<file path="src/rtl/tmr_pkg.sv">
package tmr_pkg;
  localparam int unsigned ADDR_W = 2;
  localparam logic [ADDR_W-1:0] RA_CTRL    = 2'd0;
  localparam logic [ADDR_W-1:0] RA_TIMEOUT = 2'd1;
  localparam logic [ADDR_W-1:0] RA_COUNT   = 2'd2;
  localparam logic [ADDR_W-1:0] RA_STATUS  = 2'd3;
  localparam int unsigned CTRL_EN_BIT   = 0;
  localparam int unsigned CTRL_MODE_BIT = 1;
  typedef enum logic {MODE_INTERVAL = 1'b0, MODE_TOGGLE = 1'b1} tmr_mode_e;
endpackage

</file>
<file path="src/rtl/tmr_regs.sv">
module tmr_regs
  import tmr_pkg::*;
#(
  parameter int unsigned CNT_W = 32
) (
  input  logic                 clk_i,
  input  logic                 rst_ni,
  input  logic                 wr_en_i,
  input  logic [ADDR_W-1:0]    wr_addr_i,
  input  logic [CNT_W-1:0]     wr_data_i,
  input  logic [ADDR_W-1:0]    rd_addr_i,
  input  logic [CNT_W-1:0]     cnt_i,
  input  logic                 tick_i,
  output logic                 en_o,
  output tmr_mode_e            mode_o,
  output logic [CNT_W-1:0]     load_o,
  output logic                 start_o,
  output logic [CNT_W-1:0]     rd_data_o
);
  logic en_q, status_q, clr;
  tmr_mode_e mode_q;
  logic [CNT_W-1:0] load_q;

  wire wr_ctrl = wr_en_i && (wr_addr_i == RA_CTRL);
  assign start_o = wr_ctrl && wr_data_i[CTRL_EN_BIT] && !en_q;
  assign clr     = wr_en_i && (wr_addr_i == RA_STATUS) && wr_data_i[0];

  always_ff @(posedge clk_i or negedge rst_ni) begin
    if (!rst_ni) begin
      en_q     <= 1'b0;
      mode_q   <= MODE_INTERVAL;
      load_q   <= '0;
      status_q <= 1'b0;
    end else begin
      if (wr_ctrl) begin
        en_q   <= wr_data_i[CTRL_EN_BIT];
        mode_q <= tmr_mode_e'(wr_data_i[CTRL_MODE_BIT]);
      end
      if (wr_en_i && (wr_addr_i == RA_TIMEOUT)) load_q <= wr_data_i;
      // timeout takes priority over clear
      if (tick_i)   status_q <= 1'b1;
      else if (clr) status_q <= 1'b0;
    end
  end

  always_comb begin
    rd_data_o = '0;
    case (rd_addr_i)
      RA_CTRL: begin
        rd_data_o[CTRL_EN_BIT]   = en_q;
        rd_data_o[CTRL_MODE_BIT] = mode_q;
      end
      RA_TIMEOUT: rd_data_o    = load_q;
      RA_COUNT:   rd_data_o    = cnt_i;
      default:    rd_data_o[0] = status_q;
    endcase
  end

  assign en_o   = en_q;
  assign mode_o = mode_q;
  assign load_o = load_q;

  a_r6_set_on_timeout: assert property (@(posedge clk_i) disable iff (!rst_ni)
    tick_i |=> status_q);
  a_r6_sticky: assert property (@(posedge clk_i) disable iff (!rst_ni)
    (status_q && !clr) |=> status_q);
endmodule

</file>
<file path="src/rtl/tmr_counter.sv">
module tmr_counter #(
  parameter int unsigned CNT_W = 32
) (
  input  logic             clk_i,
  input  logic             rst_ni,
  input  logic             en_i,
  input  logic             start_i,
  input  logic [CNT_W-1:0] load_i,
  output logic [CNT_W-1:0] cnt_o,
  output logic             tick_o
);
  logic [CNT_W-1:0] cnt_q;

  assign tick_o = en_i && (cnt_q == '0);

  always_ff @(posedge clk_i or negedge rst_ni) begin
    if (!rst_ni)      cnt_q <= '0;
    else if (start_i) cnt_q <= load_i;
    else if (tick_o)  cnt_q <= load_i;
    else if (en_i)    cnt_q <= cnt_q - 1'b1;
  end

  assign cnt_o = cnt_q;

  a_r2_load_on_start: assert property (@(posedge clk_i) disable iff (!rst_ni)
    start_i |=> cnt_q == $past(load_i));
  a_r3_decrement: assert property (@(posedge clk_i) disable iff (!rst_ni)
    (en_i && !start_i && cnt_q != '0) |=> cnt_q == $past(cnt_q) - 1'b1);
  a_r7_hold: assert property (@(posedge clk_i) disable iff (!rst_ni)
    (!en_i && !start_i) |=> $stable(cnt_q));
endmodule

</file>
<file path="src/rtl/tmr_shaper.sv">
module tmr_shaper
  import tmr_pkg::*;
(
  input  logic      clk_i,
  input  logic      rst_ni,
  input  logic      en_i,
  input  tmr_mode_e mode_i,
  input  logic      tick_i,
  output logic      timer_o
);
  logic pulse_q, tog_q;

  always_ff @(posedge clk_i or negedge rst_ni) begin
    if (!rst_ni) begin
      pulse_q <= 1'b0;
      tog_q   <= 1'b0;
    end else begin
      pulse_q <= tick_i;
      tog_q   <= en_i ? (tog_q ^ tick_i) : 1'b0;
    end
  end

  assign timer_o = en_i && ((mode_i == MODE_TOGGLE) ? tog_q : pulse_q);

  a_r4_pulse_follows: assert property (@(posedge clk_i) disable iff (!rst_ni)
    tick_i |=> pulse_q);
  a_r5_flip: assert property (@(posedge clk_i) disable iff (!rst_ni)
    (en_i && tick_i) |=> tog_q != $past(tog_q));
  a_r5_hold: assert property (@(posedge clk_i) disable iff (!rst_ni)
    (en_i && !tick_i) |=> $stable(tog_q));
endmodule

</file>
<file path="src/rtl/dual_timer.sv">
module dual_timer
  import tmr_pkg::*;
#(
  parameter int unsigned CNT_W = 32
) (
  input  logic              clk_i,
  input  logic              rst_ni,
  input  logic              wr_en_i,
  input  logic [ADDR_W-1:0] wr_addr_i,
  input  logic [CNT_W-1:0]  wr_data_i,
  input  logic [ADDR_W-1:0] rd_addr_i,
  output logic [CNT_W-1:0]  rd_data_o,
  output logic              timer_o
);
  logic             en, start, tick;
  tmr_mode_e        mode;
  logic [CNT_W-1:0] load, cnt;

  tmr_regs #(.CNT_W(CNT_W)) u_regs (
    .clk_i, .rst_ni, .wr_en_i, .wr_addr_i, .wr_data_i, .rd_addr_i,
    .cnt_i(cnt), .tick_i(tick), .en_o(en), .mode_o(mode), .load_o(load),
    .start_o(start), .rd_data_o
  );

  tmr_counter #(.CNT_W(CNT_W)) u_counter (
    .clk_i, .rst_ni, .en_i(en), .start_i(start), .load_i(load),
    .cnt_o(cnt), .tick_o(tick)
  );

  tmr_shaper u_shaper (
    .clk_i, .rst_ni, .en_i(en), .mode_i(mode), .tick_i(tick), .timer_o
  );

  a_r7_low_when_off: assert property (@(posedge clk_i) disable iff (!rst_ni)
    !en |-> !timer_o);
endmodule

</file>
<file path="config.mk">
export PLATFORM = sky130hd
export DESIGN_NAME = dual_timer
export DESIGN_NICKNAME = d
export VERILOG_FILES = /design/src/rtl/tmr_pkg.sv /design/src/rtl/tmr_regs.sv /design/src/rtl/tmr_counter.sv /design/src/rtl/tmr_shaper.sv /design/src/rtl/dual_timer.sv
export SDC_FILE = /design/constraint.sdc
export NUM_CORES = 1
export LEC_CHECK = 0
export ABC_AREA = 1
export BUFFER_PORTS_ARGS = -buffer_cell sky130_fd_sc_hd__buf_2
export CAP_MARGIN = 20
export CORE_MARGIN = 2
export CORE_UTILIZATION = 48
export CTS_BUF_LIST = sky130_fd_sc_hd__clkbuf_4 sky130_fd_sc_hd__clkbuf_8 sky130_fd_sc_hd__clkbuf_16
export DETAILED_ROUTE_END_ITERATION = 10
export GPL_TIMING_DRIVEN = 0
export PLACE_DENSITY = 0.72
export SLEW_MARGIN = 40
export SYNTH_ARGS = -nofsm -noshare
export SYNTH_HDL_FRONTEND = slang
export SYNTH_SLANG_ARGS = --single-unit
export TNS_END_PERCENT = 100
</file>
<file path="constraint.sdc">
create_clock -name clk_i -period 1.8 [get_ports clk_i]
set_input_delay 0.09 -clock clk_i [delete_from_list [all_inputs] [get_ports clk_i]]
set_output_delay 0.09 -clock clk_i [all_outputs]
set_load 0.02 [all_outputs]
</file>
==> results.sh <==
export IMPL_min_to="u_regs.load_o[17]$_DFFE_PN0P_"
export IMPL_synth_cell_types=28
export IMPL_hold_violations=0
export IMPL_clk_latency_ns=0.35
export IMPL_stdcell_area_um2=5760
export IMPL_pin_count=72
export IMPL_reg2reg_from="u_counter.cnt_o[4]$_DFFE_PN0P_"
export IMPL_grt_start_max_net_pins=59
export IMPL_coreArea_um2=8810
export IMPL_status="completed"
export IMPL_synth_area_um2=4420
export IMPL_arrival_ns=1.99
export IMPL_h_tree_depth=3
export IMPL_drc_errors=0
export IMPL_synth_main_ff_cell="dfrtp_1"
export IMPL_finalWorstSetupSlack_ns=0.0509
export IMPL_place_hpwl_um=10400
export IMPL_area_growth_pct=30.4
export IMPL_pre_cts_ws_ns=-0.330
export IMPL_rr_endpoint="u_counter.cnt_o[21]$_DFFE_PN0P_"
export IMPL_syn_area_per_cell_um2=6.54
export IMPL_gp_congestion=0.955
export IMPL_initialDrtViolationCount=275
export IMPL_crit_type="flop to flop"
export IMPL_drive_gt1_share_pct=22.6
export IMPL_slowest_delay_ns=0.47
export IMPL_viasPerCell=5.37
export IMPL_num_vias=4900
export IMPL_grt_pass1_wl_um=23900
export IMPL_worst_slew_pin_slew_ns=0.843
export IMPL_cts_buffer_depth=2
export IMPL_seq_area_um2=1740
export IMPL_crit_buf_inv=1
export IMPL_diodes=0
export IMPL_worstHoldStart="wr_data_i[17]"
export IMPL_hold_class="input port to flop"
export IMPL_die_area_um2=9980
export IMPL_nets=846
export IMPL_yosys_cell_count_top_type="nand2_1"
export IMPL_ys_ff_latch=69
export IMPL_drt_pass1_iterations=7
export IMPL_critPathLaunchType="flop"
export IMPL_antenna_found_initial=0
export IMPL_cpMostUsedCell="nand2_1"
export IMPL_irDropWorstVdd_v=0.000717
export IMPL_numCtsBuffers=9
export IMPL_hold_depth=3
export IMPL_postSynthCellCount=675
export IMPL_leakagePower_nw=2.97
export IMPL_syn_num_nets=719
export IMPL_ys_top_cells_by_area="dfrtp_1 39%, nand2_1 21%, a21oi_1 7.9%"
export IMPL_setup_viol=0
export IMPL_gr_total_overflow=0
export IMPL_port_buffers=71
export IMPL_post_drt_wl_per_cell_um=16.8
export IMPL_row_count=34
export IMPL_synth_top_area_share_pct=39.1
export IMPL_r2r_cells=10
export IMPL_timing_fmax_mhz=572
export IMPL_worst_ep_required_time_ns=2.04
export IMPL_power_per_cell_area_nw_per_um2=1330
export IMPL_num_fill_cells=826
export IMPL_synth_edf_count=0
export IMPL_critical_path_top_delay_family="simple AND/OR/NAND/NOR gates"
export IMPL_min_period_over_period_pct=97.2
export IMPL_placed_cell_area_um2=4940
export IMPL_clock_skew_ns=0.0102
export IMPL_die_y_um=99.9
export IMPL_wl_um=15400
export IMPL_end_kind="flop"
export IMPL_initial_utilization_pct=50.1
export IMPL_ys_top_cells_by_count="248 x nand2_1, 83 x nor2_1, 70 x a21oi_1"
export IMPL_multi_input_area_um2=2490
export IMPL_clkTransAtPathRegs_ns=0.07
export IMPL_cts_tree="yes"
export IMPL_path_cells="nor2_1 > nand3_2 > inv_1 > nand2_2 > nor2_4 > nand2_1 > nand2_1 > nand2_1 > nand3_1 > nand2_1"
export IMPL_ys_seq_area_share_pct=39.1
export IMPL_first_global_vias=4742
export IMPL_fin_crit_ns=1.75
export IMPL_synthArstFlopShare_pct=100
export IMPL_holdWs_ns=0.0102
export IMPL_drv_slew=0
export IMPL_root_buffer="clkbuf_8"
export IMPL_critPathSlowestCell="dfrtp_2"
export IMPL_fp_dieW_um=99.9
export IMPL_reg2reg_setup_slack_ns=0.05
export IMPL_ant_nets=0
export IMPL_path_max_fanout=6
export IMPL_grt_use_total_pct=31.3
export IMPL_max_slew_margin_pct=43.8
export IMPL_yosys_warnings=0
export IMPL_cts_sinks=69
export IMPL_yosys_area_top_type="dfrtp_1"
export IMPL_fin_setup_tns_ns=0
export IMPL_drv_cap=0
[sequential cells by signal, summed over array words and instances (netlist names)]
register,flops
u_regs.mode_o,1
u_regs.load_o,32
u_counter.cnt_o,32
u_shaper.tog_q,1
u_shaper.pulse_q,1
u_regs.en_o,1
u_regs.status_q,1
[cell type report]
| type | instances | share of cell area (%) |
|---|---|---|
| multi-input cells | 515 | 43.3 |
| flip-flops and latches | 69 | 30.3 |
| repair buffers | 116 | 14.3 |
| inverters | 63 | 4.11 |
| clock buffers | 12 | 2.76 |
| plain buffers | 28 | 2.76 |
| well taps | 108 | 2.35 |
| clock inverters | 2 | 0.174 |
[worst min-delay path, stage by stage]
cell and delay (ns):
buf_2 0.08, nor2_1 0.04, a21oi_1 0.11
[power by group]
| part | total [W] | leakage, nW | switching (W) | internal, W |
|---|---|---|---|---|
| clock network | 0.00116 | 0.0915 | 0.000587 | 0.000572 |
| registers | 0.00278 | 0.807 | 0.000734 | 0.00205 |
| logic | 0.00371 | 2.07 | 0.00233 | 0.00138 |
| total | 0.00765 | 2.97 | 0.00365 | 0.00400 |
[per-layer routing]
metal	track usage [%]	vias up	routed length [um]
met5	0	-	0
met4	11.6	0	412
met3	5.64	31	1070
met2	52.5	211	7250
met1	40.5	2268	6650
li1	-	2390	-
[per-stage QoR]
step | utilization (%) | total power [W] | cells
global route | 65.4 | 0.00821 | 913
floorplan | - | 0.00478 | 675
finish | 65.4 | 0.00765 | 913
CTS | 62.1 | 0.00711 | 899
global placement | 55.7 | 0.00563 | 854
detailed placement | 56.1 | 0.00573 | 855
[cell usage in the layout, fill, tap and decap left out, types with 10 or more instances in the layout]
cell type,instances
nor2_4,16
clkbuf_8,11
nor2_2,11
inv_1,58
nor2_1,64
buf_2,71
dfrtp_2,13
dlygate4sd3_1,27
dfrtp_1,56
o21ai_0,15
buf_4,18
nand3_1,44
nand2_1,242
a21oi_1,70
nand4_1,14
clkbuf_1,10
[how the worst max path moves through the flow]
stage	startpoint	to	slack, ns	cells after the start
finish	u_counter.cnt_o[4]$_DFFE_PN0P_	u_counter.cnt_o[21]$_DFFE_PN0P_	0.05	10
global route	u_counter.cnt_o[4]$_DFFE_PN0P_	u_counter.cnt_o[21]$_DFFE_PN0P_	-0.05	10
floorplan	u_counter.cnt_o[0]$_DFFE_PN0P_	u_counter.cnt_o[14]$_DFFE_PN0P_	0.05	11
detailed placement	u_counter.cnt_o[0]$_DFFE_PN0P_	u_counter.cnt_o[21]$_DFFE_PN0P_	-0.33	11
global placement	u_counter.cnt_o[0]$_DFFE_PN0P_	u_counter.cnt_o[12]$_DFFE_PN0P_	-0.30	11
CTS	u_counter.cnt_o[2]$_DFFE_PN0P_	u_counter.cnt_o[27]$_DFFE_PN0P_	-0.01	8
[kinds of logic (layout without fill, tap and decap cells)]
family                   Yosys count  count (layout)  share of synthesized area [%]
AND/OR/NAND/NOR                  412             412                           39.1
AO/OA/AOI/OAI                     91              91                           10.7
buffers and inverters             91             221                           8.30
flip-flops                        69              69                           39.1
XOR/XNOR                           7               7                           1.39
adder cells (fa/ha/maj)            5               5                           1.42
[timing repair]
| item | 4_1_cts | 5_1_grt |
|---|---|---|
| hold buffers | 27 | 0 |
| cloned | 0 | 2 |
| endpoints found under the setup margin | 35 | 53 |
| gates resized for setup | 21 | 63 |
| endpoints found under the hold margin | 95 | 0 |
| setup buffers | 3 | 12 |
| pin swaps | 2 | 7 |
(Power assumes the default switching activity.)
